[src/rtl/oupd_pkg.sv]
`timescale 1ns/1ps
package oupd_pkg;
  localparam int DATA_W   = 16;
  localparam int ERR_BIT  = 15;
  localparam int EVT_BIT  = 7;
  localparam int IE_BIT   = 6;
  localparam int MODE_LSB = 0;
  localparam int MODE_W   = 2;

  typedef enum logic [MODE_W-1:0] {
    MODE_NORMAL = 2'd0,
    MODE_LAMP   = 2'd1,
    MODE_FULL   = 2'd2,
    MODE_DARK   = 2'd3
  } tmode_e;

  typedef enum logic {
    SEL_STAT   = 1'b0,
    SEL_PERIOD = 1'b1
  } rsel_e;
endpackage

[src/rtl/oupd_interval.sv]
`timescale 1ns/1ps
module oupd_interval #(
  parameter int PER_W      = 10,
  parameter int MAX_PERIOD = 1000,
  parameter int RST_PERIOD = 10
) (
  input  logic             clk,
  input  logic             rst_n,
  input  logic             tick,
  input  logic             load,
  input  logic [PER_W-1:0] wr_val,
  output logic [PER_W-1:0] period,
  output logic             expire,
  output logic             strobe
);
  localparam logic [PER_W-1:0] MAX_V  = PER_W'(MAX_PERIOD);
  localparam logic [PER_W-1:0] RST_V  = PER_W'(RST_PERIOD);
  localparam logic [PER_W-1:0] ONE_V  = PER_W'(1);
  localparam logic [PER_W-1:0] ZERO_V = '0;

  logic [PER_W-1:0] per_q, per_d, cnt_q, cnt_d, wr_sat;
  logic             stb_q, stb_d, cnt_en, per_en;

  assign wr_sat = (wr_val > MAX_V) ? MAX_V : wr_val;
  assign expire = tick & ~load & (cnt_q == ONE_V);
  assign per_en = load;
  assign cnt_en = load | (tick & (cnt_q != ZERO_V));

  always_comb begin
    per_d = per_q;
    cnt_d = cnt_q;
    stb_d = expire;
    if (load) begin
      per_d = wr_sat;
      cnt_d = wr_sat;
    end else if (cnt_q == ONE_V) begin
      cnt_d = per_q;
    end else begin
      cnt_d = cnt_q - ONE_V;
    end
  end

  always_ff @(posedge clk or negedge rst_n) begin
    if (!rst_n) begin
      per_q <= RST_V;
      cnt_q <= RST_V;
      stb_q <= 1'b0;
    end else begin
      if (per_en) per_q <= per_d;
      if (cnt_en) cnt_q <= cnt_d;
      stb_q <= stb_d;
    end
  end

  assign period = per_q;
  assign strobe = stb_q;

  assert_cnt_bound_R3: assert property (@(posedge clk) disable iff (!rst_n)
    cnt_q <= per_q);
  assert_period_cap_R2: assert property (@(posedge clk) disable iff (!rst_n)
    per_q <= MAX_V);
  assert_off_quiet_R4: assert property (@(posedge clk) disable iff (!rst_n)
    (per_q == ZERO_V && !load) |=> !stb_q);
endmodule

[src/rtl/oupd_regs.sv]
`timescale 1ns/1ps
module oupd_regs
  import oupd_pkg::*;
#(
  parameter int PER_W = 10
) (
  input  logic              clk,
  input  logic              rst_n,
  input  logic              sel,
  input  logic              wr,
  input  logic              rd,
  input  logic [DATA_W-1:0] wdata,
  input  logic              link_err,
  input  logic              expire,
  input  logic [PER_W-1:0]  period,
  output logic              load,
  output logic [PER_W-1:0]  wr_val,
  output logic              evt,
  output logic              ie,
  output logic [MODE_W-1:0] mode,
  output logic [DATA_W-1:0] rdata
);
  logic              stat_wr, rd_clr;
  logic              evt_q, evt_d, ie_q, ie_d;
  logic [MODE_W-1:0] mode_q, mode_d;
  logic              unused_wbits;

  assign load         = wr & (sel == SEL_PERIOD);
  assign wr_val       = wdata[PER_W-1:0];
  assign stat_wr      = wr & (sel == SEL_STAT);
  assign rd_clr       = rd & (sel == SEL_STAT);
  assign unused_wbits = ^wdata[DATA_W-1:PER_W];

  always_comb begin
    evt_d  = expire | (evt_q & ~rd_clr);
    ie_d   = wdata[IE_BIT];
    mode_d = wdata[MODE_LSB +: MODE_W];
  end

  always_ff @(posedge clk or negedge rst_n) begin
    if (!rst_n) begin
      evt_q  <= 1'b0;
      ie_q   <= 1'b0;
      mode_q <= MODE_NORMAL;
    end else begin
      evt_q <= evt_d;
      if (stat_wr) begin
        ie_q   <= ie_d;
        mode_q <= mode_d;
      end
    end
  end

  always_comb begin
    rdata = '0;
    if (sel == SEL_STAT) begin
      rdata[ERR_BIT]              = link_err;
      rdata[EVT_BIT]              = evt_q;
      rdata[IE_BIT]               = ie_q;
      rdata[MODE_LSB +: MODE_W]   = mode_q;
    end else begin
      rdata[PER_W-1:0] = period;
    end
  end

  assign evt  = evt_q;
  assign ie   = ie_q;
  assign mode = mode_q;

  assert_rd_clear_R6: assert property (@(posedge clk) disable iff (!rst_n)
    (rd_clr && !expire) |=> !evt_q);
  assert_expire_sets_R7: assert property (@(posedge clk) disable iff (!rst_n)
    expire |=> evt_q);
endmodule

[src/rtl/out_update_timer.sv]
`timescale 1ns/1ps
module out_update_timer
  import oupd_pkg::*;
#(
  parameter int PER_W      = 10,
  parameter int MAX_PERIOD = 1000,
  parameter int RST_PERIOD = 10
) (
  input  logic        clk,
  input  logic        rst_n,
  input  logic        reg_sel,
  input  logic        wr_en,
  input  logic        rd_en,
  input  logic [15:0] wdata,
  output logic [15:0] rdata,
  input  logic        tick_ms,
  input  logic        link_err,
  output logic        upd_strobe,
  output logic [1:0]  test_mode,
  output logic        irq
);
  logic             load, expire, evt, ie, strobe;
  logic [PER_W-1:0] wr_val, period;

  oupd_regs #(.PER_W(PER_W)) u_regs (
    .clk      (clk),
    .rst_n    (rst_n),
    .sel      (reg_sel),
    .wr       (wr_en),
    .rd       (rd_en),
    .wdata    (wdata),
    .link_err (link_err),
    .expire   (expire),
    .period   (period),
    .load     (load),
    .wr_val   (wr_val),
    .evt      (evt),
    .ie       (ie),
    .mode     (test_mode),
    .rdata    (rdata)
  );

  oupd_interval #(
    .PER_W      (PER_W),
    .MAX_PERIOD (MAX_PERIOD),
    .RST_PERIOD (RST_PERIOD)
  ) u_interval (
    .clk    (clk),
    .rst_n  (rst_n),
    .tick   (tick_ms),
    .load   (load),
    .wr_val (wr_val),
    .period (period),
    .expire (expire),
    .strobe (strobe)
  );

  assign upd_strobe = strobe;
  assign irq        = evt & ie;

  assert_strobe_flags_R5: assert property (@(posedge clk) disable iff (!rst_n)
    strobe |-> evt);
  assert_irq_needs_evt_R8: assert property (@(posedge clk) disable iff (!rst_n)
    (!evt) |-> !irq);
endmodule

[config.mk]
export PLATFORM = sky130hd
export DESIGN_NAME = out_update_timer
export DESIGN_NICKNAME = d
export VERILOG_FILES = /design/src/rtl/oupd_pkg.sv /design/src/rtl/oupd_interval.sv /design/src/rtl/oupd_regs.sv /design/src/rtl/out_update_timer.sv
export SDC_FILE = /design/constraint.sdc
export NUM_CORES = 1
export LEC_CHECK = 0
export ABC_AREA = 1
export BUFFER_PORTS_ARGS = -buffer_cell sky130_fd_sc_hd__buf_4
export CAP_MARGIN = 25
export CORE_MARGIN = 5
export CORE_UTILIZATION = 48
export CTS_BUF_LIST = sky130_fd_sc_hd__clkbuf_16
export DETAILED_ROUTE_END_ITERATION = 8
export PLACE_DENSITY = 0.76
export SLEW_MARGIN = 15
export SYNTH_ARGS = -nofsm -noshare
export SYNTH_HDL_FRONTEND = slang
export SYNTH_SLANG_ARGS = --single-unit
[constraint.sdc]
create_clock -name clk -period 1.6 [get_ports clk]
set_input_delay 0.24 -clock clk [delete_from_list [all_inputs] [get_ports clk]]
set_output_delay 0.24 -clock clk [all_outputs]
set_load 0.02 [all_outputs]
=== Word-level counts from Yosys, hierarchy flattened ===
Index checks and enable logic that the tools add are counted.

* $add $sub $neg: 1
* Order comparisons: 1
* Equality and inequality tests: 1
* Mux-type cells: 8
* Bitwise logic cells: 13
* Reductions and logical operators: 1

{| class="wikitable"
|+ Operators by type and width
! operator !! number
|-
| 10-bit 2-to-1 mux || 3
|-
| 10-bit by 1-bit == test with 1-bit output, second input constant || 1
|-
| 10-bit greater-than comparator, second input constant || 1
|-
| 10-bit nonzero test || 1
|-
| 10-bit by 1-bit subtractor with 10-bit output, second input constant || 1
|-
| 1-bit bitwise AND || 8
|-
| 2-bit 2-to-1 mux || 3
|-
| 4-bit 2-to-1 mux || 1
|-
| 1-bit NOT || 3
|-
| 1-bit bitwise OR || 2
|-
| 1-bit 2-to-1 mux || 1
|}

* Register bits after elaboration: 25
* Bits of input ports: 23
* Output and inout port bits: 20
* Logic and storage cells: 31

=== Longest topological paths before layout ===
* Depth after elaboration: 5
* Depth in mapped cells: 11
* Mapped depth without buffers: 11

=== By module ===
From an unflattened synthesis, not the netlist that was laid out.

* Cell total of the unflattened synthesis: 257
* Area total of the unflattened synthesis: 1,746.7 sq um

{| class="wikitable"
|+ Modules (own cells, without submodules)
! module !! instances !! cells each !! area each (sq um) !! sequential area each (sq um)
|-
| oupd_interval || 1 || 191 || 1,338.8 || 530.5
|-
| oupd_regs || 1 || 64 || 400.4 || 100.1
|-
| out_update_timer || 1 || 2 || 7.5 || 0.0
|}

=== Worst setup path after synthesis ===
No wires, ideal clock.

* Path kind: register to register
* From: register u_interval.cnt_q[0]
* To: register u_interval.cnt_q[8]
* Setup time: 126 ps
* Arrival: 1,374 ps
* Data required time: 1,474 ps
* Path slack: 99 ps
* Cell stages (with the launch flop): 11
* Buffers on the path: 1
* Clock period less this slack: 1,501 ps
* Cell sequence: dfrtp_1 -> inv_1 -> ha_1 -> nand2_1 -> nor2_2 -> nand3_2 -> nand2_4 -> nand2_4 -> buf_12 -> nor2_2 -> a21oi_2

* Longest elaborated chain between the ends: 3
* Elaborated cells between the ends (all ways): 7
* Classes of those cells: add/sub: 1; eq/ne: 1; mux: 2; bitwise: 2; reduce/logical: 1

{| class="wikitable"
|+ Ends and longest elaborated chain
! what !! line !! source
|-
| from (decl) || oupd_interval.sv:21 || <nowiki>logic [PER_W-1:0] per_q, per_d, cnt_q, cnt_d, wr_sat;</nowiki>
|-
| from (signal assigned) || oupd_interval.sv:50 || <nowiki>if (cnt_en) cnt_q <= cnt_d;</nowiki>
|-
| 10-bit by 1-bit subtractor with 10-bit output, or another cell as far along || oupd_interval.sv:39 || <nowiki>cnt_d = cnt_q - ONE_V;</nowiki>
|-
| 10-bit 2-to-1 mux or 1-bit bitwise AND (tied branches) || oupd_interval.sv:36, oupd_interval.sv:27 ||
|-
| 10-bit 2-to-1 mux or 1-bit bitwise OR (tied branches) || oupd_interval.sv:33, oupd_interval.sv:27 ||
|}

Parallel ways exist; a longest one is shown, timed or not.
A chain may end at the register's enable or synchronous reset.

=== Final worst setup path ===
* From: register u_interval.cnt_q[1]
* To: register u_regs.evt_q, in the netlist u_regs.evt

* Longest elaborated chain between the ends: 3

{| class="wikitable"
|+ Ends and longest elaborated chain
! what !! line !! source
|-
| 10-bit by 1-bit == test with 1-bit output || oupd_interval.sv:25 || <nowiki>assign expire = tick & ~load & (cnt_q == ONE_V);</nowiki>
|-
| 1-bit bitwise AND || oupd_interval.sv:25 ||
|-
| via expire || out_update_timer.sv:22 || <nowiki>logic load, expire, evt, ie, strobe;</nowiki>
|-
| 1-bit bitwise OR || oupd_regs.sv:35 || <nowiki>evt_d = expire | (evt_q & ~rd_clr);</nowiki>
|-
| via u_regs.evt_d || oupd_regs.sv:24 || <nowiki>logic evt_q, evt_d, ie_q, ie_d;</nowiki>
|-
| to (signal assigned) || oupd_regs.sv:46 || <nowiki>evt_q <= evt_d;</nowiki>
|-
| to (decl) || oupd_regs.sv:24 ||
|}

The timed path passes the listed nets, and every way through them passes these cells.

==> metrics.md <==
| Metric | Value |
|---|---|
| Status | completed |
| Number of endpoints with negative hold slack in the final report | 0 |
| Post-route antenna net violation count | 0 |
| Achievable Freq | about 650 MHz |
| Final core utilization | 60.5% |
| Static leakage | 1.21 nW |
| Synthesized-area fraction occupied by adder cells | 1.43% |
| Worst Clk Skew | 0.00184 ns |
| Overall track demand over capacity in global routing | approximately 17% |
| Share of final-layout standard cells stronger than drive strength 1 | a little under a third |
| Total length of routed wires | 4260 um |
| Clock latency of the later-clocked register in the worst-skew pair | around 0.26 ns |
| TritonCTS Sinks | 25 |
| Number of instances in the placed design | 320 |
| Number of global-route vias before repair | 1602 |
| Top cell type by total area after synthesis | sky130_fd_sc_hd__dfrtp_1 |
| Capturing element type of the critical path | flop |
| Layout Nets | 311 |
| Total via count after detailed routing | 1616 |
| Area after DPL | 2000 um^2 |
| Area overhead of the layout relative to synthesis | 24.5% |
| Overall die width | around 70 um |
| Clock power frac | 21.5% |
| Average cell area after synthesis | 7.18 um^2 |
| Mapped Cells | 244 |
| Max-cap viol count | 0 |
| Maximum number of buffers from clock root to sink | 2 |
| Power density over the cells | 1160 nW/um^2 |
| Wire length of the first global-routing pass | 6970 um |
| Post-synth cell types | 31 |
| Total iterations of the first detailed-routing run | 4 |
| Port bufs | 31 |
| I/O pin total | 43 |
| Part of the power in registers | around 37% |
| Starting Density | 48.6% |
| Setup repair after global routing missed its margin | true |
| Fraction of post-synthesis cell area in the top cell type by area | 30.0% |
| Detailed Route Iter0 Violations | 84 |
| Die Outline Area | between 4000 and 5000 um^2 |
| Delay of the slowest critical-path stage | around 0.54 ns |
| Multiplexer area fraction after synthesis | 0% |
| Design area | between 2000 and 2500 um^2 |
| Sequential share of the synthesized area | 36.0% |
| Critical path data arrival time | 1.69 ns |
| Gate family responsible for the most delay along the worst path | simple AND/OR/NAND/NOR gates |
| Switching part of the total | 38.8% |
| Count of state elements after synthesis | 25 |
| CTS HTree Levels | 1 |
| Switching power summed over all nets | 984 uW |
| Clock transition at the registers of the reported paths | 0.06 ns |
| Combinational power share | 42.1% |
| Buffer cell driving the clock tree root | sky130_fd_sc_hd__clkbuf_16 |
| Slowest library cell on the worst path | sky130_fd_sc_hd__dfstp_2 |
| Final instance count without filler cells | 333 |
| Height of the die | 70.4 um |
| CP Buf/Inv Count | 1 |
| TritonCTS clock tree | built |
| Internal | 1.55 mW |
| Routed len/inst | ~13 um |
| Worst-case hold slack | about 0.23 ns |
| Chain of cells forming the critical path | inv_2 -> ha_1 -> nand2_2 -> nand3b_4 -> nor2_1 -> or2_2 |
| Main combinational cell family by area after synthesis | simple AND/OR/NAND/NOR gates |
| Antenna violations before repair | 0 |
| Cells taking the most area after synthesis | sky130_fd_sc_hd__dfrtp_1 30%, sky130_fd_sc_hd__nand2_1 15%, sky130_fd_sc_hd__inv_1 8.1%, sky130_fd_sc_hd__dfstp_2 6.0%, sky130_fd_sc_hd__o21ai_0 5.7% |
| Final Setup Violations | 0 |
| Critical path start-end classification | flop to flop |
| Maximum fanout encountered on the critical timing path | 6 |
| Number of buffers created by CTS | 3 |
| Max rail drop VDD | 0.966 mV |
| Number of antenna repair diodes | 0 |
| Required arrival time at the worst endpoint | 1.74 ns |
| XOR/XNOR share of the synthesized area | 1.00% |
| Post-route fraction of the period consumed by the critical path | 96.7% |
| Total grt overflow | 0 |
| Number of pins with negative max-slew slack in the final report | 0 |
| Post-layout min period | 1.55 ns |
| Drc violations | 0 |
| Post-DP HPWL | 3080 um |
| Core outline area | between 3000 and 4000 um^2 |
| Mean number of vias per cell | 4.85 |
| Number of rows in the core area | 22 |
| Filler cell count in the final layout | around 330 |
| YS warnings | 0 |
| Pin count of the biggest net entering global routing | 26 |
| Compound-cell area share of the yosys netlist | 12.2% |
| Hold WC Path Type | input pin to flop |
| Last weighted congestion value of the routability-driven placer | 0.905 |
| Area share of and/or/nand/nor cells after synthesis | 34.8% |
| Netlist area before placement | 1750 um^2 |
| Worst setup SP type | flop |
[power groups by stage]
stage               Sequential (mW)  Combinational, mW  Clock [mW]
CTS                           0.907              0.949       0.553
finish                        0.926               1.07       0.545
global route                  0.947               1.20       0.602
detailed placement            0.918              0.935           0
floorplan                     0.896              0.714           0
global placement              0.912              0.917           0
[worst paths after layout]
check                                                   end  slack [ns]                             from  cells past startpoint
max                                    u_regs.evt$_DFF_PN0_        0.05  u_interval.cnt_q[1]$_DFFE_PN1P_                      6
min                        u_interval.period[7]$_DFFE_PN0P_        0.23                         wdata[7]                      3
max reg2reg                            u_regs.evt$_DFF_PN0_        0.05  u_interval.cnt_q[1]$_DFFE_PN1P_                      6
min reg2reg                 u_interval.cnt_q[1]$_DFFE_PN1P_        0.48  u_interval.cnt_q[1]$_DFFE_PN1P_                      2
max in group asynchronous   u_interval.cnt_q[3]$_DFFE_PN1P_        0.88                            rst_n                      2
min in group asynchronous  u_interval.period[7]$_DFFE_PN0P_        0.42                            rst_n                      2
[area by class of cell]
| type | instances | area (um^2) | area share (%) |
|---|---|---|---|
| Clock inverter | 1 | 3.75 | 0.172 |
| Tap cell | 48 | 60.1 | 2.75 |
| Inverter | 42 | 163 | 7.46 |
| Clock buffer | 3 | 75.1 | 3.44 |
| Timing Repair Buffer | 42 | 318 | 14.6 |
| Multi-Input combinational cell | 172 | 931 | 42.7 |
| Sequential cell | 25 | 631 | 28.9 |
[metal layers]
metal | track usage, % | wire [um] | up-vias
met1 | 21.7 | 1860 | 756
met4 | 4.89 | 39 | 0
li1 | - | - | 828
met5 | 0 | 0 | -
met2 | 29.5 | 2160 | 28
met3 | 4.03 | 197 | 4
[cells by family (layout without fill, tap and decap cells)]
| family | count (synthesis) | after routing |
|---|---|---|
| AND/OR/NAND/NOR | 124 | 126 |
| buffers and inverters | 53 | 88 |
| adder cells (fa/ha/maj) | 2 | 2 |
| other | 1 | 5 |
| AO/OA/AOI/OAI | 37 | 37 |
| XOR/XNOR | 2 | 2 |
| flip-flops | 25 | 25 |
[synthesized netlist by cell type]
library cell / instances
sky130_fd_sc_hd__conb_1: 1
sky130_fd_sc_hd__xor2_1: 1
sky130_fd_sc_hd__nand4_1: 1
sky130_fd_sc_hd__o21ai_0: 20
sky130_fd_sc_hd__buf_4: 5
sky130_fd_sc_hd__ha_1: 2
sky130_fd_sc_hd__o21ai_2: 1
sky130_fd_sc_hd__buf_12: 1
sky130_fd_sc_hd__a21oi_1: 8
sky130_fd_sc_hd__buf_2: 2
sky130_fd_sc_hd__nand3_2: 7
sky130_fd_sc_hd__o21bai_1: 2
sky130_fd_sc_hd__buf_6: 2
sky130_fd_sc_hd__nand2_4: 2
sky130_fd_sc_hd__clkbuf_1: 1
sky130_fd_sc_hd__nand3_1: 12
sky130_fd_sc_hd__xnor2_1: 1
sky130_fd_sc_hd__dfrtp_1: 21
sky130_fd_sc_hd__dfstp_2: 4
sky130_fd_sc_hd__inv_2: 4
sky130_fd_sc_hd__nor2_2: 7
sky130_fd_sc_hd__nor3_1: 1
sky130_fd_sc_hd__nand3b_4: 1
sky130_fd_sc_hd__inv_1: 38
sky130_fd_sc_hd__nand2_1: 70
sky130_fd_sc_hd__nand2_2: 6
sky130_fd_sc_hd__a21boi_0: 2
sky130_fd_sc_hd__nor2_4: 2
sky130_fd_sc_hd__a21oi_2: 4
sky130_fd_sc_hd__or2_2: 1
sky130_fd_sc_hd__nor2_1: 14
[repair_timing]
item / CTS / global route
hold buffers: 1 / 0
gates cloned: 0 / 2
gates resized for setup: 2 / 10
setup endpoints to repair: 5 / 11
pin swaps: 0 / 7
buffers inserted: 0 / 6
hold endpoints to repair: 21 / 0
[cell usage in the layout, fill, tap and decap left out, drive strengths merged, types with 2 or more instances in the layout]
master  count
a21boi      2
a21oi      12
buf        41
clkbuf      3
conb        5
dfrtp      21
dfstp       4
ha          2
inv        43
nand2      79
nand3      19
nand3b      2
nor2       23
o21ai      21
o21bai      2
[flip-flops by register name, indices dropped and copies added (netlist names)]
signal	count
u_interval.cnt_q	10
u_interval.period	10
u_interval.strobe	1
u_regs.evt	1
u_regs.ie	1
u_regs.mode	2
[worst reg2reg max path, delay by kind of cell (launching register included)]
family / cells / cell delay, ns
and+or+nand+nor: 4 / 0.65
adders and majority gates: 1 / 0.19
buffers and inverters: 1 / 0.05
DFF: 1 / 0.54
[through the flow]
step	setup slack (ns)	TNS, ns	power (mW)
after detailed placement	-0.0317	-0.0370	1.85
after CTS	-0.0150	-0.0150	2.41
after global routing	-0.0315	-0.0727	2.75
final	0.0535	0	2.54
after floorplan	0.0993	0	1.61
after global placement	0.00134	0	1.83
No activity file was read; power rests on OpenSTA's default activity.
